`config.mk`:
```
export PLATFORM = sky130hd
export DESIGN_NAME = gpio_edge_irq_agg
export DESIGN_NICKNAME = d
export VERILOG_FILES = /design/src/rtl/gei_pkg.sv /design/src/rtl/gei_edge_cfg.sv /design/src/rtl/gei_edge_detect.sv /design/src/rtl/gei_status.sv /design/src/rtl/gei_bank_merge.sv /design/src/rtl/gpio_edge_irq_agg.sv
export SDC_FILE = /design/constraint.sdc
export NUM_CORES = 1
export LEC_CHECK = 0
export ABC_AREA = 1
export BUFFER_PORTS_ARGS = -buffer_cell sky130_fd_sc_hd__buf_2
export CAP_MARGIN = 10
export CORE_ASPECT_RATIO = 0.9
export CORE_MARGIN = 2
export CORE_UTILIZATION = 56
export DETAILED_ROUTE_END_ITERATION = 7
export PLACE_DENSITY = 0.88
export REMOVE_ABC_BUFFERS = 1
export SYNTH_ARGS = -nofsm -noshare
export SYNTH_HDL_FRONTEND = slang
export SYNTH_SLANG_ARGS = --single-unit
```
`constraint.sdc`:
```
create_clock -name clk -period 2.14 [get_ports clk]
set_input_delay 0.428 -clock clk [delete_from_list [all_inputs] [get_ports clk]]
set_output_delay 0.428 -clock clk [all_outputs]
set_load 0.005 [all_outputs]
```
`src/rtl/gei_pkg.sv`:
```
package gei_pkg;

    localparam int REG_W  = 32;
    localparam int ADDR_W = 8;

    localparam logic [ADDR_W-1:0] OFS_BANK_EN  = 8'h08;
    localparam logic [ADDR_W-1:0] OFS_RISE_SET = 8'h14;
    localparam logic [ADDR_W-1:0] OFS_RISE_CLR = 8'h18;
    localparam logic [ADDR_W-1:0] OFS_FALL_SET = 8'h1C;
    localparam logic [ADDR_W-1:0] OFS_FALL_CLR = 8'h20;
    localparam logic [ADDR_W-1:0] OFS_STATUS   = 8'h24;

    typedef enum logic [2:0] {
        CMD_NONE,
        CMD_RISE_SET,
        CMD_RISE_CLR,
        CMD_FALL_SET,
        CMD_FALL_CLR,
        CMD_STAT_W1C,
        CMD_BANK_EN
    } wr_cmd_e;

    typedef struct packed {
        wr_cmd_e          cmd;
        logic [REG_W-1:0] data;
    } wr_req_t;

    function automatic wr_cmd_e decode_write(input logic [ADDR_W-1:0] addr);
        case (addr)
            OFS_RISE_SET: return CMD_RISE_SET;
            OFS_RISE_CLR: return CMD_RISE_CLR;
            OFS_FALL_SET: return CMD_FALL_SET;
            OFS_FALL_CLR: return CMD_FALL_CLR;
            OFS_STATUS:   return CMD_STAT_W1C;
            OFS_BANK_EN:  return CMD_BANK_EN;
            default:      return CMD_NONE;
        endcase
    endfunction

    function automatic logic [REG_W-1:0] set_clr(input logic [REG_W-1:0] cur,
                                                 input logic [REG_W-1:0] set_m,
                                                 input logic [REG_W-1:0] clr_m);
        return (cur | set_m) & ~clr_m;
    endfunction

endpackage

```
`src/rtl/gei_edge_cfg.sv`:
```
module gei_edge_cfg
    import gei_pkg::*;
#(
    parameter int PINS = 32
) (
    input  logic            clk,
    input  logic            rst,
    input  wr_req_t         req,
    output logic [PINS-1:0] rise_en,
    output logic [PINS-1:0] fall_en
);

    logic [REG_W-1:0] rise_set, rise_clr, fall_set, fall_clr;
    logic [REG_W-1:0] rise_nxt, fall_nxt;

    always_comb begin
        rise_set = (req.cmd == CMD_RISE_SET) ? req.data : '0;
        rise_clr = (req.cmd == CMD_RISE_CLR) ? req.data : '0;
        fall_set = (req.cmd == CMD_FALL_SET) ? req.data : '0;
        fall_clr = (req.cmd == CMD_FALL_CLR) ? req.data : '0;
        rise_nxt = set_clr(REG_W'(rise_en), rise_set, rise_clr);
        fall_nxt = set_clr(REG_W'(fall_en), fall_set, fall_clr);
    end

    always_ff @(posedge clk) begin
        if (rst) begin
            rise_en <= '0;
            fall_en <= '0;
        end else begin
            rise_en <= rise_nxt[PINS-1:0];
            fall_en <= fall_nxt[PINS-1:0];
        end
    end

    // set register turns selected bits on
    assert_rise_set_R1: assert property (@(posedge clk) disable iff (rst)
        (req.cmd == CMD_RISE_SET) |=>
        ((rise_en & $past(req.data[PINS-1:0])) == $past(req.data[PINS-1:0])));

    // clear register turns selected bits off
    assert_fall_clr_R1: assert property (@(posedge clk) disable iff (rst)
        (req.cmd == CMD_FALL_CLR) |=> ((fall_en & $past(req.data[PINS-1:0])) == '0));

    // masks hold when no enable register is written
    assert_en_hold_R1: assert property (@(posedge clk) disable iff (rst)
        (req.cmd inside {CMD_NONE, CMD_STAT_W1C, CMD_BANK_EN}) |=>
        ($stable(rise_en) && $stable(fall_en)));

endmodule

```
`src/rtl/gei_edge_detect.sv`:
```
module gei_edge_detect #(
    parameter int PINS = 32
) (
    input  logic            clk,
    input  logic            rst,
    input  logic [PINS-1:0] pin_in,
    input  logic [PINS-1:0] rise_en,
    input  logic [PINS-1:0] fall_en,
    output logic [PINS-1:0] evt
);

    logic [PINS-1:0] pin_d;

    always_ff @(posedge clk) begin
        if (rst) pin_d <= '0;
        else     pin_d <= pin_in;
    end

    for (genvar i = 0; i < PINS; i++) begin : g_pin
        logic went_up, went_down;
        assign went_up   = pin_in[i] & ~pin_d[i];
        assign went_down = ~pin_in[i] & pin_d[i];
        assign evt[i]    = (went_up & rise_en[i]) | (went_down & fall_en[i]);
    end

    // a pin whose level did not move produces no event
    assert_no_evt_without_change_R2: assert property (@(posedge clk) disable iff (rst)
        ((evt & ~(pin_in ^ pin_d)) == '0));

endmodule

```
`src/rtl/gei_status.sv`:
```
module gei_status #(
    parameter int PINS = 32
) (
    input  logic            clk,
    input  logic            rst,
    input  logic [PINS-1:0] evt,
    input  logic            clr_valid,
    input  logic [PINS-1:0] clr_mask,
    output logic [PINS-1:0] status
);

    logic [PINS-1:0] clr_eff;

    assign clr_eff = clr_valid ? clr_mask : '0;

    always_ff @(posedge clk) begin
        if (rst) status <= '0;
        else     status <= (status & ~clr_eff) | evt;
    end

    // an event is latched even when the same bit is being cleared
    assert_event_wins_R9: assert property (@(posedge clk) disable iff (rst)
        (evt != '0) |=> ((status & $past(evt)) == $past(evt)));

    // cleared bits drop unless a new event arrived
    assert_w1c_R4: assert property (@(posedge clk) disable iff (rst)
        clr_valid |=> ((status & $past(clr_mask) & ~$past(evt)) == '0));

    // status is sticky without events or clears
    assert_status_hold_R4: assert property (@(posedge clk) disable iff (rst)
        (!clr_valid && evt == '0) |=> $stable(status));

endmodule

```
`src/rtl/gei_bank_merge.sv`:
```
module gei_bank_merge #(
    parameter int PINS   = 32,
    parameter int BANK_W = 16,
    localparam int NUM_BANKS = PINS / BANK_W
) (
    input  logic [PINS-1:0]      status,
    input  logic [NUM_BANKS-1:0] bank_en,
    output logic [NUM_BANKS-1:0] bank_irq
);

    for (genvar b = 0; b < NUM_BANKS; b++) begin : g_bank
        logic any_set;
        assign any_set     = |status[b*BANK_W +: BANK_W];
        assign bank_irq[b] = any_set & bank_en[b];
    end

endmodule

```
`src/rtl/gpio_edge_irq_agg.sv`:
```
module gpio_edge_irq_agg
    import gei_pkg::*;
#(
    parameter int PINS        = 32,
    parameter int BANK_W      = 16,
    parameter int DIRECT_PINS = 4,
    localparam int NUM_BANKS  = PINS / BANK_W
) (
    input  logic                   clk,
    input  logic                   rst,
    input  logic [PINS-1:0]        pin_in,
    input  logic                   wr_en,
    input  logic [ADDR_W-1:0]      wr_addr,
    input  logic [REG_W-1:0]       wr_data,
    input  logic [ADDR_W-1:0]      rd_addr,
    output logic [REG_W-1:0]       rd_data,
    output logic [NUM_BANKS-1:0]   bank_irq,
    output logic [DIRECT_PINS-1:0] pin_irq
);

    wr_req_t               req;
    logic [PINS-1:0]       rise_en, fall_en, evt, status;
    logic [NUM_BANKS-1:0]  bank_en;

    always_comb begin
        req.cmd  = wr_en ? decode_write(wr_addr) : CMD_NONE;
        req.data = wr_data;
    end

    gei_edge_cfg #(.PINS(PINS)) u_cfg (
        .clk(clk), .rst(rst), .req(req), .rise_en(rise_en), .fall_en(fall_en)
    );

    gei_edge_detect #(.PINS(PINS)) u_det (
        .clk(clk), .rst(rst), .pin_in(pin_in),
        .rise_en(rise_en), .fall_en(fall_en), .evt(evt)
    );

    gei_status #(.PINS(PINS)) u_stat (
        .clk(clk), .rst(rst), .evt(evt),
        .clr_valid(req.cmd == CMD_STAT_W1C),
        .clr_mask(req.data[PINS-1:0]),
        .status(status)
    );

    always_ff @(posedge clk) begin
        if (rst)                      bank_en <= '0;
        else if (req.cmd == CMD_BANK_EN) bank_en <= req.data[NUM_BANKS-1:0];
    end

    gei_bank_merge #(.PINS(PINS), .BANK_W(BANK_W)) u_merge (
        .status(status), .bank_en(bank_en), .bank_irq(bank_irq)
    );

    for (genvar i = 0; i < DIRECT_PINS; i++) begin : g_direct
        assign pin_irq[i] = status[i];

        // an event on a direct pin shows on its output next cycle
        assert_direct_follow_R8: assert property (@(posedge clk) disable iff (rst)
            evt[i] |=> pin_irq[i]);
    end

    always_comb begin
        case (rd_addr)
            OFS_RISE_SET, OFS_RISE_CLR: rd_data = REG_W'(rise_en);
            OFS_FALL_SET, OFS_FALL_CLR: rd_data = REG_W'(fall_en);
            OFS_STATUS:                 rd_data = REG_W'(status);
            OFS_BANK_EN:                rd_data = REG_W'(bank_en);
            default:                    rd_data = '0;
        endcase
    end

    for (genvar b = 0; b < NUM_BANKS; b++) begin : g_chk
        // a disabled bank never signals
        assert_bank_gate_R6: assert property (@(posedge clk) disable iff (rst)
            !bank_en[b] |-> !bank_irq[b]);

        // an enabled bank with pending status holds its line high
        assert_bank_level_R7: assert property (@(posedge clk) disable iff (rst)
            (bank_en[b] && status[b*BANK_W +: BANK_W] != '0) |-> bank_irq[b]);
    end

    // reset leaves every output quiet on the next cycle
    assert_reset_quiet_R10: assert property (@(posedge clk)
        rst |=> (bank_irq == '0 && pin_irq == '0));

endmodule

```
==> flow_metrics.tcl, run 1 <==
set metrics [dict create \
    status "finished clean" \
    cts_buffers 17 \
    p_leak_nw 3.29 \
    slowest_delay_ns 0.21 \
    critical_path.slowest_cell "buf_4" \
    maxCapViolations 0 \
    clock-root-buffer "clkbuf_16" \
    critPathLaunchType "primary input" \
    cp_cell_sequence "buf_2, nor2_2, inv_1, nor3_2, nand2_1, o21a_1, buf_4, o221ai_1, buf_2" \
    ys.warnings.count 0 \
    hpwl_um 12200 \
    crit_type "primary input to output pin" \
    cp_common_cell "buf_2" \
    port_buffers 120 \
    cts_tree "yes" \
    first_pass_iters 5 \
    synth_commonest_cells "inv_1 (177), nand2_1 (147), dfxtp_1 (130)" \
    antenna_found_initial 1 \
    worstPathArrival_ns 1.69 \
    dr_wl_met3_um 1650 \
    synth.largest_area_cell "dfxtp_1" \
    grt_max_degree 65 \
    cts-htree-levels 4 \
    yosysSeqAreaShare_pct 41.0 \
    path_clk_slew_ns 0.06 \
    yosysMostFrequentCell "inv_1" \
    synth-edff-count 0 \
    ios 121 \
    dieArea_um2 12200 \
    netlist_area_um2 6350 \
    vias 6611 \
    avgSynthCellArea_um2 7.01 \
    row_count 36 \
    cts_hold_buf 0 \
    cts_buffer_depth 2 \
    diodes 0 \
    crit_family "buffers and inverters" \
    postLayoutCoreUtil_pct 71.4 \
    wirelength_um 18200 \
    coreArea_um2 10900 \
    ys.flop_type "dfxtp_1" \
    hold_viol 0 \
    ys_ff_latch 130 \
    crit_buf_inv 4 \
    hp-start "pin_in[30]" \
    place_congestion 0.840 \
    period_minus_slack_ns 2.12 \
    cp-end-kind "output pin" \
    finalClockSkew_ns 0.0137 \
    ys_top_cells_by_area "dfxtp_1 (41%), inv_1 (10%), nand2_1 (8.7%)" \
    max_freq_mhz 472 \
    drc 0 \
    overflow 0 \
    peakVddDrop_mv 0.753 \
    rr_startpoint "u_cfg.rise_en[11]" \
    fp.dieW_um 116 \
    fin_ws_ns 0.0204 \
    dr.first_iter.drc_count 692 \
    preCtsSetupSlack_ns -0.0705 \
    final_max_slew_viol_count 0 \
    grt_use_total_pct 30.4 \
    fin_crit_sh_pct 99.0 \
    crit_fanout 13 \
    cp.required_ns 1.71 \
    hold_class "primary input to register" \
    die_y_um 105 \
    dr.max_layer_used "met5" \
    drive_gt1_share_pct 21.4 \
    routed_via_density 5.56 \
    clock_latency_ns 0.42 \
    synth_async_sr_flop_share_pct 0 \
    nets 1107 \
    areaGrowthSynthToFinish_pct 23.0 \
    cts.sinks 130 \
    routedWlPerCell_um 15.3 \
    yosysTopAreaCellShare_pct 41.0 \
    met1_length_um 7650 \
    power_density_nw_per_um2 769 \
    cp-startpoint "rd_addr[7]" \
    postCtsSetupBuffers 0 \
    synthDistinctLibCells 33 \
    max_slew_margin_pct 52.0 \
    grt_pass1_wl_um 29200 \
    grt_pass1_vias 6214 \
    worst_pin_slew_ns 0.720 \
    start_util_pct 58.1 \
    ant_nets 0 \
    synthCells 907 \
    setup_viol 0 \
    dr_wl_met2_um 8610 \
]
==> logic make-up after synthesis <==
kind of cell,synth area share (%)
buf+inv,14.9
simple gates,24.0
flops,41.0
compound gates,20.1
==> flip-flops by register name, summed over array words and instances (netlist names) <==
| signal | count |
|---|---|
| u_cfg.rise_en | 32 |
| bank_en | 2 |
| u_det.pin_d | 32 |
| u_stat.status | 32 |
| u_cfg.fall_en | 32 |
==> final cells by class <==
| class | count | area [um2] |
|---|---|---|
| fill | 890 | 3130 |
| clock inverter | 13 | 208 |
| sequential | 130 | 2600 |
| multi-input combinational | 549 | 2840 |
| tap | 152 | 190 |
| inverter | 181 | 679 |
| timing repair buffer | 145 | 851 |
| clock buffer | 19 | 453 |
==> worst paths after layout <==
kind / to / slack, ns / depth (start not counted)
hold / removal: u_det.pin_d[30] / 0.23 / 3
setup / recovery: rd_data[22] / 0.02 / 9
setup reg to reg: u_stat.status[11] / 1.26 / 4
hold reg to reg: u_stat.status[10] / 0.46 / 2
==> what timing repair did <==
item | CTS | global route
pin swaps | 0 | 2
endpoints found under the setup margin | 15 | 28
resized for setup | 2 | 10
==> where the power goes <==
part	switching (mW)	internal, mW
Sequential	0.0185	2.46
Combinational	0.207	0.106
Clock	1.10	2.13
Total	1.32	4.69
==> per-stage QoR <==
stage | TNS, ns | total power [mW] | hold WS [ns] | area [um2] | cells
final | 0 | 6.01 | 0.233 | 7820 | 1189
after global routing | -0.818 | 6.17 | 0.246 | 7820 | 1189
after CTS | 0 | 6.01 | 0.230 | 7790 | 1189
after detailed placement | -0.398 | 2.83 | 0.456 | 7130 | 1157
after global placement | 0 | 2.81 | 0.447 | 7130 | 1157
after floorplan | -9.52 | 2.65 | 0.433 | 6080 | 860
==> tightest hold or removal path: stages <==
cell and delay (ns):
buf_2 0.08, inv_1 0.05, nor2_1 0.07
==> cell usage in the layout (no fill, tap or decap) <==
cell type,instances
nand4_1,4
buf_4,20
clkinvlp_4,1
o221ai_1,30
nand2_2,3
o21ai_2,21
nor2_2,4
clkbuf_8,2
nand3_1,67
nand3_4,1
nor3_2,1
clkinv_4,4
nor2_1,72
buf_2,120
dfxtp_1,130
nor4_1,7
o21ai_0,36
clkinv_2,3
o21ai_1,5
a41oi_1,1
nand3_2,3
o2111ai_1,1
o21bai_1,7
buf_12,5
a31oi_1,33
nor3_4,2
nor2_4,2
nand2_1,146
bufinv_16,5
a21oi_1,67
clkbuf_16,17
a21o_2,1
clkinv_1,2
o21a_1,1
inv_2,6
nor3_1,33
inv_1,173
and3_4,1
==> metal layers <==
metal	vias to the layer above	global-route usage, %
met4	2	11.1
li1	3202	-
met1	3064	38.9
met3	33	7.31
met2	310	49.5
met5	-	0
Note: power is estimated with default switching activity, not from simulation.
==> run 2: changes to the inputs <==
--- a/config.mk
+++ b/config.mk
@@ -9,7 +9,6 @@
 export BUFFER_PORTS_ARGS = -buffer_cell sky130_fd_sc_hd__buf_2
 export CAP_MARGIN = 10
 export CORE_ASPECT_RATIO = 0.9
-export CORE_MARGIN = 2
 export CORE_UTILIZATION = 56
 export DETAILED_ROUTE_END_ITERATION = 7
 export PLACE_DENSITY = 0.88
==> run 2 against run 1 <==
  * Register-to-register slack barely moved
  * Via count fell by 0.27%
  * Die area fell by 3.6%
  * Highest routed layer is now met4
==> flow_metrics.tcl, run 2 (synthesis gave the netlist of run 1 again) <==
set metrics [dict create \
    critPathLaunchType "primary input" \
    wirelength_um 18100 \
    hpwl_um 12000 \
    postLayoutCoreUtil_pct 71.1 \
    diodes 0 \
    row_count 36 \
    cts_tree "yes" \
    ant_nets 0 \
    switching_share_pct 22.4 \
    path_clk_slew_ns 0.06 \
    setup_viol 0 \
    routedWlPerCell_um 15.2 \
    maxCapViolations 0 \
    p_sw_mw 1.31 \
    rr_startpoint "u_cfg.rise_en[9]" \
    power_frac_clock_pct 52.4 \
    cts_hold_buf 0 \
    p_leak_nw 3.27 \
    routed_via_density 5.55 \
    worstReg2RegEnd "u_stat.status[9]" \
    total_power_mw 5.86 \
    clock-root-buffer "clkbuf_16" \
    max_freq_mhz 483 \
    hold_class "primary input to register" \
    cp.required_ns 1.71 \
    overflow 0 \
    coreArea_um2 10900 \
    cts.sinks 130 \
    period_minus_slack_ns 2.07 \
    cts_buffer_depth 2 \
    multi_input_area_um2 2830 \
    hold_depth 3 \
    dr.first_iter.drc_count 567 \
    max_slew_margin_pct 50.9 \
    dieArea_um2 11800 \
    place_congestion 0.822 \
    nets 1106 \
    grt_pass1_vias 6126 \
    cts_buffers 17 \
    port_buffers 120 \
    hold_viol 0 \
    dp.cells 1156 \
    final_max_slew_viol_count 0 \
    die_y_um 103 \
    p_int_mw 4.54 \
    final_common_cell "inv_1" \
    worst_pin_slew_ns 0.737 \
    hold_ws_ns 0.243 \
    place_area_um2 7130 \
    antenna_found_initial 1 \
    seqPwrFrac_pct 42.3 \
    cp-end-kind "output pin" \
    dr_wl_met2_um 8630 \
    hp-start "pin_in[8]" \
    crit_fanout 25 \
    r2r_slack_ns 1.25 \
    cts-htree-levels 4 \
    clock_latency_ns 0.41 \
    drc 0 \
    status "finished clean" \
    fin_crit_sh_pct 96.7 \
    power_density_nw_per_um2 752 \
    instances_no_fill 1188 \
    met1_length_um 7530 \
    finalClockSkew_ns 0.00771 \
    areaGrowthSynthToFinish_pct 22.5 \
    first_pass_iters 7 \
    fill_cells 899 \
    grt_pass1_wl_um 29300 \
    start_util_pct 58.1 \
    r2r_cells 4 \
    worstPathArrival_ns 1.64 \
    dr_wl_met3_um 1510 \
    vias 6593 \
    combPwrFrac_pct 5.4 \
    ios 121 \
    worstHoldEndpoint "u_det.pin_d[8]" \
    grt_use_total_pct 32.2 \
    fin_area_um2 7790 \
    register_area_um2 2600 \
    grt_max_degree 65 \
    peakVddDrop_mv 0.768 \
    postCtsSetupBuffers 0 \
    fp.dieW_um 114 \
    crit_type "primary input to output pin" \
    dr.max_layer_used "met4" \
    layout_common_cells "inv_1 (175), nand2_1 (147), dfxtp_1 (130), buf_2 (120), nor2_1 (72)" \
    drive_gt1_share_pct 21.0 \
]
[run 2: changes by cell type in the layout (fill, tap and decap cells not counted), moves of 2 or more]
| cell | before | now |
|---|---|---|
| o21ai_0 | 36 | 38 |
| o21ai_1 | 5 | 3 |
| inv_1 | 173 | 175 |
| clkinv_4 | 4 | 2 |
| nor3_2 | 1 | 3 |
| buf_4 | 20 | 18 |
| clkinvlp_4 | 1 | 3 |
[run 2: area by class of cell]
cell class / count / area share, %
inverter: 181 / 8.73
sequential: 130 / 33.4
clock inverter: 13 / 2.36
timing repair buffer: 144 / 11.0
multi-input combinational: 549 / 36.4
tap: 152 / 2.44
clock buffer: 19 / 5.69
[run 2: worst max-delay path: stages]
cell	delay, ns
buf_2	0.10
inv_1	0.08
nand2_1	0.14
nor3_2	0.13
nand2_1	0.06
o21a_1	0.15
buf_12	0.19
o221ai_1	0.19
buf_2	0.15
[run 2: power by group through the flow]
stage               Sequential, mW  Combinational, mW  Clock, mW
floorplan                     2.52              0.128          0
global placement              2.52              0.291          0
detailed placement            2.53              0.301          0
CTS                           2.47              0.305       3.09
global route                  2.48              0.351       3.22
finish                        2.47              0.314       3.07
[run 2: what timing repair did]
item / 4_1_cts / 5_1_grt
resized for setup: 2 / 5
pin swaps: 0 / 0
setup endpoints to repair: 8 / 31
hold endpoints to repair: 0 / 0
[run 2: worst max-delay path by stage]
stage / slack, ns / to / depth (start not counted) / startpoint
6_report: 0.07 / rd_data[20] / 9 / rd_addr[0]
3_3_place_gp: 0.01 / rd_data[1] / 10 / rd_addr[7]
5_1_grt: -0.02 / rd_data[8] / 10 / rd_addr[1]
2_1_floorplan: -0.39 / rd_data[0] / 7 / rd_addr[0]
3_5_place_dp: -0.05 / rd_data[13] / 10 / rd_addr[7]
4_1_cts: 0.03 / rd_data[3] / 9 / rd_addr[7]
[run 2: routing by layer]
layer	track usage, %	up-vias
met5	0	-
met4	13.9	0
met3	8.82	42
met2	53.7	315
met1	39.4	3039
li1	-	3197
[run 2: metrics by stage]
step / TNS, ns / worst slack (ns)
global route: -0.0811 / -0.0184
detailed placement: -0.117 / -0.0463
finish: 0 / 0.0707
floorplan: -9.52 / -0.388
CTS: 0 / 0.0275
global placement: 0 / 0.0100
==> run 3: changes to the inputs <==
--- a/config.mk
+++ b/config.mk
@@ -5,13 +5,12 @@
 export SDC_FILE = /design/constraint.sdc
 export NUM_CORES = 1
 export LEC_CHECK = 0
-export ABC_AREA = 1
 export BUFFER_PORTS_ARGS = -buffer_cell sky130_fd_sc_hd__buf_2
 export CAP_MARGIN = 10
 export CORE_ASPECT_RATIO = 0.9
 export CORE_UTILIZATION = 56
 export DETAILED_ROUTE_END_ITERATION = 7
-export PLACE_DENSITY = 0.88
+export PLACE_DENSITY = 0.87
 export REMOVE_ABC_BUFFERS = 1
 export SYNTH_ARGS = -nofsm -noshare
 export SYNTH_HDL_FRONTEND = slang
==> run 3 against run 2 <==
  * The flow now finishes with violations (negative setup slack)
  * Sequential share of layout area is 1.4 points lower
  * Critical path depth fell by 2
  * Power is 4.6% lower
  * Combinational power up 60%
  * Maximum frequency decreased by 14%
  * Setup slack worse by 0.35 ns
  * Die area grew 5.6%
  * Critical endpoint unchanged
  * Global-route usage is 2.3 points higher
==> flow_metrics.tcl, run 3 <==
set metrics [dict create \
    fin_crit_sh_pct 113 \
    finalClockSkew_ns 0.00827 \
    netlist_area_um2 6720 \
    start_util_pct 58.0 \
    row_count 37 \
    layout_common_cells "dfxtp_1 (130), buf_2 (118), a211oi_1 (66), a41oi_1 (66)" \
    areaGrowthSynthToFinish_pct 20.8 \
    ant_nets 0 \
    clock-root-buffer "clkbuf_16" \
    violations "negative setup slack" \
    maxCapViolations 0 \
    grt_max_degree 65 \
    routedWlPerCell_um 22.1 \
    crit_type "primary input to output pin" \
    clock_latency_ns 0.42 \
    synthDistinctLibCells 36 \
    status "finished with violations" \
    p_leak_nw 2.73 \
    cts_buffer_depth 2 \
    synth_commonest_cells "dfxtp_1 (130), a211oi_1 (66), a41oi_1 (66)" \
    grt_pass1_vias 6727 \
    dieArea_um2 12400 \
    final_common_cell "dfxtp_1" \
    fin_ws_ns -0.277 \
    max_freq_mhz 414 \
    hold_viol 0 \
    ys_top_cells_by_area "dfxtp_1 (39%), a41oi_1 (8.6%), a211oi_1 (7.4%)" \
    yosysMostFrequentCell "dfxtp_1" \
    vias 7042 \
    cts_tree "yes" \
    dr.first_iter.drc_count 1019 \
    port_buffers 120 \
    grt_use_total_pct 34.5 \
    place_congestion 0.873 \
    first_pass_iters 6 \
    cp-end-kind "output pin" \
    total_power_mw 5.59 \
    final_max_slew_viol_count 0 \
    period_minus_slack_ns 2.42 \
    routed_via_density 7.08 \
    path_clk_slew_ns 0.06 \
    yosysSeqAreaShare_pct 38.8 \
    grt_pass1_wl_um 34000 \
    nets 907 \
    cts.sinks 130 \
    drc 0 \
    worst_pin_slew_ns 0.559 \
    hold_class "primary input to register" \
    die_y_um 106 \
    wirelength_um 22000 \
    ys.flop_type "dfxtp_1" \
    synthCells 733 \
    coreArea_um2 11600 \
    synth.largest_area_cell "dfxtp_1" \
    setup_viol 32 \
    synth_async_sr_flop_share_pct 0 \
    peakVddDrop_mv 0.663 \
    rsz0062_at_grt "true" \
    power_density_nw_per_um2 689 \
    avgSynthCellArea_um2 9.16 \
    fp.dieW_um 117 \
    ios 121 \
    cts-htree-levels 4 \
    cp.required_ns 1.71 \
    critPathLaunchType "primary input" \
    hold_ws_ns 0.249 \
    crit_fanout 12 \
    overflow 0 \
    max_slew_margin_pct 62.4 \
    ys.warnings.count 0 \
    hpwl_um 13400 \
    worstPathArrival_ns 1.99 \
    cts_buffers 17 \
    yosysTopAreaCellShare_pct 38.8 \
    ys_ff_latch 130 \
    antenna_found_initial 2 \
    drive_gt1_share_pct 23.8 \
    synth-edff-count 0 \
]
-- run 3: where the power goes --
group	switching, mW	total (mW)	internal (mW)
Combinational	0.315	0.501	0.185
Sequential	0.0179	2.47	2.46
Clock	1.03	2.61	1.58
-- run 3: cell type report --
cell class | count | area, um2
Antenna cell | 2 | 5.00
Fill cell | 873 | 3460
Clock buffer | 25 | 495
Timing Repair Buffer | 159 | 1040
Inverter | 31 | 116
Sequential cell | 130 | 2600
Tap cell | 156 | 195
Clock inverter | 6 | 30.0
Multi-Input combinational cell | 485 | 3630
-- run 3: logic make-up (layout without fill, tap and decap cells) --
group           Yosys count  in the layout  share of synthesized area (%)
mux                       2              2                          0.298
buf+inv                 118            221                           8.25
other cells               0              2                              0
simple gates            253            253                           24.6
compound gates          229            229                           28.0
flops                   130            130                           38.8
xor+xnor                  1              1                          0.130
-- run 3: path summary, 6_finish.rpt --
| path | startpoint | end | slack (ns) | depth (start not counted) |
|---|---|---|---|---|
| worst min register to register | bank_en[1] | bank_en[1] | 0.50 | 2 |
| worst max register to register | u_cfg.rise_en[2] | u_cfg.rise_en[2] | 1.29 | 2 |
| worst min-delay path | wr_data[9] | u_cfg.fall_en[9] | 0.25 | 2 |
| worst max-delay path | rd_addr[1] | rd_data[20] | -0.28 | 7 |
-- run 3: through the flow --
step	std cells	setup slack, ns	cell area [um2]	setup TNS (ns)	util, %
2_1_floorplan	646	-3.98	6280	-290.63	-
4_1_cts	989	-0.271	8020	-7.39	69.3
6_report	994	-0.277	8120	-7.98	70.1
5_1_grt	992	-0.313	8110	-9.01	70.1
3_5_place_dp	958	-0.280	7470	-7.59	64.5
3_3_place_gp	958	-0.266	7470	-6.95	64.5
-- run 3: repair_timing --
action,CTS,global route
gates resized for setup,4,6
endpoints found under the setup margin,32,33
buffers inserted,0,1
hold buffers,0,0
gates cloned,0,2
pin swaps,1,14
-- run 3: routing by layer --
layer | vias up | part of all wire, % | global-route usage, %
met5 | - | 0 | 0
met1 | 3373 | 40 | 43.7
met4 | 0 | 2.4 | 16.4
met2 | 524 | 46 | 54.5
met3 | 68 | 11 | 9.15
li1 | 3077 | - | -
-- run 3: worst max-delay path, stage by stage --
cell       delay (ns)
buf_6            0.09
or4_4            0.60
nor4b_4          0.24
buf_6            0.18
clkbuf_16        0.18
a221o_1          0.16
buf_2            0.11
